### src/rtl/vseq_pkg.sv
// Shared types for the vector element sequencer.
package vseq_pkg;
    // Command opcodes; encodings are visible at the cmd_op port.
    typedef enum logic [1:0] {
        OP_SETLEN = 2'b00,
        OP_CMPNE  = 2'b01,
        OP_SUBM   = 2'b10,
        OP_SUB    = 2'b11
    } vop_e;
endpackage

### src/rtl/vseq_len.sv
// Length clamp: grants min(MVL, req).
// Assumes NW >= LW so that the cap fits in the request width.
module vseq_len #(
    parameter int MVL = 32,
    parameter int NW  = 16,
    parameter int LW  = 6
) (
    input  logic [NW-1:0] req,
    output logic [LW-1:0] grant
);
    // Pure combinational compare-and-select.
    always_comb begin
        if (req > NW'(MVL)) grant = LW'(MVL);
        else                grant = LW'(req);
    end
endmodule

### src/rtl/vseq_ctrl.sv
// Element sequencer: steps an index from 0 to len-1, one per clock,
// after start; pulses done the cycle after the last element.
// Assumes start is only raised while not busy.
module vseq_ctrl #(
    parameter int LW = 6,
    parameter int IW = 5
) (
    input  logic          clk,
    input  logic          rst_n,
    input  logic          start,
    input  logic [LW-1:0] len,
    output logic          busy,
    output logic [IW-1:0] idx,
    output logic          done
);
    logic          busy_q;
    logic [IW-1:0] idx_q;
    logic [LW-1:0] len_q;
    logic          done_q;
    logic          last;

    // Last element of the current run.
    assign last = busy_q && ((LW'(idx_q) + LW'(1)) == len_q);

    // Run state, index and the done pulse.
    always_ff @(posedge clk) begin
        if (!rst_n) begin
            busy_q <= 1'b0;
            idx_q  <= '0;
            len_q  <= '0;
            done_q <= 1'b0;
        end else begin
            done_q <= 1'b0;
            if (start) begin
                len_q <= len;
                idx_q <= '0;
                if (len == '0) done_q <= 1'b1;
                else           busy_q <= 1'b1;
            end else if (busy_q) begin
                if (last) begin
                    busy_q <= 1'b0;
                    done_q <= 1'b1;
                end else begin
                    idx_q <= idx_q + IW'(1);
                end
            end
        end
    end

    assign busy = busy_q;
    assign idx  = idx_q;
    assign done = done_q;
endmodule

### src/rtl/vseq_pred.sv
// Predicate register: one flop per element, written one bit at a time.
// Assumes widx < MVL whenever we is high.
module vseq_pred #(
    parameter int MVL = 32,
    parameter int IW  = 5
) (
    input  logic           clk,
    input  logic           rst_n,
    input  logic           we,
    input  logic [IW-1:0]  widx,
    input  logic           wbit,
    output logic [MVL-1:0] bits
);
    for (genvar g = 0; g < MVL; g++) begin : g_bit
        // Bit g clears on reset and loads on a write addressed to it.
        always_ff @(posedge clk) begin
            if (!rst_n)                          bits[g] <= 1'b0;
            else if (we && (widx == IW'(g)))     bits[g] <= wbit;
        end
    end
endmodule

### src/rtl/vseq_top.sv
// Predicated vector element sequencer. Accepts one command while idle:
// a length command clamps the requested count to MVL, and vector commands
// walk the active length one element per clock against an external
// register file with same-cycle read data.
module vseq_top
    import vseq_pkg::*;
#(
    parameter int MVL  = 32,
    parameter int EW   = 16,
    parameter int NREG = 8,
    parameter int NW   = 16,
    localparam int LW  = $clog2(MVL + 1),
    localparam int IW  = $clog2(MVL),
    localparam int RW  = $clog2(NREG)
) (
    input  logic           clk,
    input  logic           rst_n,
    input  logic           cmd_valid,
    input  logic [1:0]     cmd_op,
    input  logic [RW-1:0]  cmd_vd,
    input  logic [RW-1:0]  cmd_vs,
    input  logic [EW-1:0]  cmd_scalar,
    input  logic [NW-1:0]  cmd_count,
    output logic           cmd_ready,
    output logic           grant_valid,
    output logic [LW-1:0]  grant_len,
    output logic [LW-1:0]  vl_cur,
    output logic           rd_en,
    output logic [RW-1:0]  rd_reg,
    output logic [IW-1:0]  rd_idx,
    input  logic [EW-1:0]  rd_data,
    output logic           wr_en,
    output logic [RW-1:0]  wr_reg,
    output logic [IW-1:0]  wr_idx,
    output logic [EW-1:0]  wr_data,
    output logic [MVL-1:0] pred_mask,
    output logic           done
);
    vop_e          op_in, op_q;
    logic          accept, start, busy;
    logic [IW-1:0] idx;
    logic [LW-1:0] vl_q;
    logic [RW-1:0] vd_q, vs_q;
    logic [EW-1:0] sc_q;
    logic          pred_we;

    assign op_in     = vop_e'(cmd_op);
    assign cmd_ready = !busy;
    assign accept    = cmd_valid && !busy;
    assign start     = accept && (op_in != OP_SETLEN);

    vseq_len #(.MVL(MVL), .NW(NW), .LW(LW)) u_len (
        .req   (cmd_count),
        .grant (grant_len)
    );

    assign grant_valid = accept && (op_in == OP_SETLEN);

    // Active length register, loaded by an accepted length command.
    always_ff @(posedge clk) begin
        if (!rst_n)           vl_q <= LW'(MVL);
        else if (grant_valid) vl_q <= grant_len;
    end

    // Operand capture for the vector command being run.
    always_ff @(posedge clk) begin
        if (!rst_n) begin
            op_q <= OP_SETLEN;
            vd_q <= '0;
            vs_q <= '0;
            sc_q <= '0;
        end else if (start) begin
            op_q <= op_in;
            vd_q <= cmd_vd;
            vs_q <= cmd_vs;
            sc_q <= cmd_scalar;
        end
    end

    vseq_ctrl #(.LW(LW), .IW(IW)) u_ctrl (
        .clk   (clk),
        .rst_n (rst_n),
        .start (start),
        .len   (vl_q),
        .busy  (busy),
        .idx   (idx),
        .done  (done)
    );

    assign pred_we = busy && (op_q == OP_CMPNE);

    vseq_pred #(.MVL(MVL), .IW(IW)) u_pred (
        .clk   (clk),
        .rst_n (rst_n),
        .we    (pred_we),
        .widx  (idx),
        .wbit  (rd_data != sc_q),
        .bits  (pred_mask)
    );

    // Element datapath: read source, subtract scalar, gate write by op and predicate.
    always_comb begin
        rd_en   = busy;
        rd_reg  = vs_q;
        rd_idx  = idx;
        wr_reg  = vd_q;
        wr_idx  = idx;
        wr_data = rd_data - sc_q;
        wr_en   = busy && ((op_q == OP_SUB) || ((op_q == OP_SUBM) && pred_mask[idx]));
    end

    assign vl_cur = vl_q;
endmodule

### config.mk
export PLATFORM = sky130hd
export DESIGN_NAME = vseq_top
export DESIGN_NICKNAME = d
export VERILOG_FILES = /design/src/rtl/vseq_pkg.sv /design/src/rtl/vseq_len.sv /design/src/rtl/vseq_ctrl.sv /design/src/rtl/vseq_pred.sv /design/src/rtl/vseq_top.sv
export SDC_FILE = /design/constraint.sdc
export NUM_CORES = 1
export LEC_CHECK = 0
export ABC_AREA = 1
export BUFFER_PORTS_ARGS = -buffer_cell sky130_fd_sc_hd__buf_4
export CORE_ASPECT_RATIO = 0.8
export CORE_MARGIN = 2
export CORE_UTILIZATION = 25
export DETAILED_ROUTE_END_ITERATION = 10
export HOLD_SLACK_MARGIN = 0.02
export PLACE_DENSITY_LB_ADDON = 0.12
export SYNTH_ARGS = -nofsm -noshare
export SYNTH_HDL_FRONTEND = slang
export SYNTH_HIERARCHICAL = 1
export SYNTH_SLANG_ARGS = --single-unit
### constraint.sdc
create_clock -name clk -period 5.92 [get_ports clk]
set_input_delay 1.184 -clock clk [delete_from_list [all_inputs] [get_ports clk]]
set_output_delay 1.184 -clock clk [all_outputs]
set_load 0.005 [all_outputs]
==> summary.md <==
| Metric | Value |
|---|---|
| CTS tree | built |
| Vias per cell | 4.24 |
| PwrDens | 230 nW/um^2 |
| Post-synth EDFFs | 0 |
| P_sw | approximately 450 uW |
| Reg-to-Reg Start | sc_q[6]$_SDFFE_PN0P_ |
| Initial cell density of the core | 0.255 |
| Clk network pwr share | 0.372 |
| Leading post-synthesis cells by cell area | dfxtp_1 31%, nand2_1 16%, inv_1 10% |
| Main synth FF type | dfxtp_1 |
| Final hold vios | 0 |
| FILL cells | 2156 |
| Hold path depth | 2 |
| Drt pass-1 iters | 5 |
| CORE AREA | 19000 sq um |
| Via Count | around 5000 |
| Yosys warns | 6 |
| Biggest regs | u_pred/bits x32, sc_q x16 |
| R2R cell count | 9 |
| Post-synth top cells | 201 x nand2_1, 134 x inv_1, 124 x nor2_1, 80 x nand3_1, 75 x dfxtp_1 |
| Dpl hpwl | between 10000 and 15000 um |
| Initial detailed-routing violation count | 266 |
| Worst hold slack | 0.468 ns |
| Max Buffers Root-to-Sink | 2 |
| Setup TNS Final | 0 ns |
| Sw frac | 0.307 |
| Maxcap violations | 0 |
| Crit-path max FO | 3 |
| Via count of the first global-routing pass | around 4700 |
| Pin count of the biggest net entering global routing | 71 |
| H-Tree Depth | 3 |
| CP Class | primary input to output port |
| Yosys top cell area share | 0.310 |
| Share of cells above drive strength 1 | 0.197 |
| Syn Std Cell Area | slightly below 5000 sq um |
| RSZ-0062 raised after global routing | false |
| Hold_sp | sc_q[14]$_SDFFE_PN0P_ |
| Antenna cells | 0 |
| Syn Inst Count | between 700 and 800 |
| Routed len/inst | 12.9 um |
| Fin nets | between 900 and 1000 |
| CP Cell Sequence | buf_4 > inv_1 > ha_1 > fa_1 > inv_1 > nand3_1 > nand3_2 > nand2_1 > inv_1 > nor2_1 > nand2_1 > nand2_1 > buf_4 |
| Worst path max stage delay | approximately 0.43 ns |
| Antenna violations before repair | 0 |
| Die Wd | 159 um |
| Post CTS Setup Buffer Count | 0 |
| Synthesized net count | just under 900 |
| Max_slew headroom | 0.463 |
| Hold Path Class | flip-flop to flip-flop |
| Largest register by flop count | u_pred/bits |
| Reg2reg end | u_pred/bits[26]$_SDFFE_PN0P_ |
| Clk_skew | 0.00895 ns |
| Max Fclk | 0.259 GHz |
| Static Leak | 3.14 nW |
| Post-synthesis register bit count | 75 |
| Tmin final | 3.86 ns |
| Crit path capture type | output port |
| Endpoint, Worst Hold | sc_q[14]$_SDFFE_PN0P_ |
| CTS buffer count | 9 |
| Post-synthesis sequential area ratio | 0.310 |
| Slew Limit Fails | 0 |
| Reg power frac | 0.378 |
| GPL Wtd Cong | about 0.79 |
| Port bufs | 139 |
| Slew @ Worst Pin | 0.800 ns |
| Routed WL | 15300 um |
| Post_cts resized | 0 |
| Antenna-violating nets left | 0 |
| Drt drc | 0 |
| CP required | about 4.7 ns |
| GR Overflow Total | 0 |
| Die area | 20500 sq um |
| Row count | 45 |
| Critical path's slowest cell | fa_1 |
| CTS clk-pin slew, worst paths | 0.06 ns |
| Post-synth ARST share | 0 |
| Max FFs per register | 32 |
| Cts hold-fix bufs | 0 |
| Internal | between 1 and 1.5 mW |
| I/O Pins | 140 |
| Fin util | 0.334 |
| Synthesis-to-finish area growth | 31.1% |
| Yosys top cell by area | dfxtp_1 |
| GRT Total Usage | 0.153 |
| First-pass GRT wire length | approximately 25000 um |
| Clock Sinks | 75 |
| Final setup fails | 0 |
| Yosys cell types | 37 |
| Startpoint types | primary input |
| Fin crit share | 0.652 |
| Worst skew pair latency | 0.34 ns |
| Total power draw | 1.46 mW |
| Worst path arrival time | ~2.7 ns |
| Die height | 128 um |
| Status | complete, no violations |
| Internal reg-to-reg setup slack | 3.18 ns |
| Max VDD drop | 129 uV |
| Clock root cell | clkbuf_16 |
| Non-filler cells, final | roughly 1200 |
| Syn avg cell area | between 6 and 7 sq um |
| Top-count cell post-synth | nand2_1 |
| Placed cells | about 1200 |
| Gate power share | 0.250 |
[metal layers]
| layer | track usage | wire (um) |
|---|---|---|
| met1 | 0.213 | 8060 |
| met2 | 0.238 | 6570 |
| met4 | 0.0337 | 72 |
| met3 | 0.0397 | 599 |
| met5 | 0 | 0 |
[worst max-delay path: cells and delay by family]
kind / cells / cell delay (ns)
adder cells (fa/ha/maj): 2 / 0.65
AND/OR/NAND/NOR: 6 / 0.43
buffers and inverters: 5 / 0.41
[cell families after synthesis]
kind of cell | share of synthesized area
AND/OR/NAND/NOR | 0.379
XOR/XNOR | 0.0181
flip-flops | 0.310
buffers and inverters | 0.148
adder cells (fa/ha/maj) | 0.0455
AO/OA/AOI/OAI | 0.0988
[layout by cell type, fill, tap and decap left out, types with 2 or more instances in the layout]
master and count:
a21o_1 2, a21oi_1 41, buf_4 144, clkbuf_16 9, clkinv_1 2, clkinv_2 2, clkinvlp_4 2, dfxtp_1 75
ha_1 16, inv_1 134, inv_2 2, nand2_1 201, nand2_2 6, nand2_4 2, nand3_1 80, nand3_2 2
nand4_1 5, nor2_1 123, nor2_2 8, nor3_1 3, nor4_1 3, o21ai_0 39, o21ai_1 2, xnor2_1 3
xor2_1 7
[power groups by stage]
stage	clock network (mW)	logic [mW]	registers [mW]
after floorplan	0	0.223	0.559
after global placement	0	0.371	0.563
after detailed placement	0	0.369	0.563
after CTS	0.567	0.370	0.552
after global routing	0.586	0.415	0.555
final	0.543	0.365	0.551
[worst max-delay path by stage]
stage / slack, ns / to / depth (start not counted) / startpoint
after global routing: 1.89 / wr_data[14] / 13 / rd_data[0]
after detailed placement: 2.05 / wr_data[14] / 13 / rd_data[0]
after floorplan: 2.36 / wr_data[8] / 6 / rd_data[0]
final: 2.06 / wr_data[14] / 13 / rd_data[0]
after global placement: 2.07 / wr_data[14] / 13 / rd_data[0]
after CTS: 2.05 / wr_data[14] / 13 / rd_data[0]
[metrics by stage]
step / cell area [sq um] / setup WS, ns
4_1_cts: 6340 / 2.05
3_5_place_dp: 6050 / 2.05
5_1_grt: 6340 / 1.89
3_3_place_gp: 6050 / 2.07
6_report: 6340 / 2.06
2_1_floorplan: 4840 / 2.36
[layout make-up]
| type | instances | area [sq um] | share of cell area |
|---|---|---|---|
| repair buffers | 144 | 1080 | 0.171 |
| clock buffers | 10 | 229 | 0.0361 |
| well taps | 258 | 323 | 0.0509 |
| multi-input cells | 552 | 2620 | 0.414 |
| inverters | 139 | 527 | 0.0831 |
| clock inverters | 5 | 55.1 | 0.00869 |
| flip-flops and latches | 75 | 1500 | 0.237 |
Note: power is estimated with default switching activity, not from simulation.
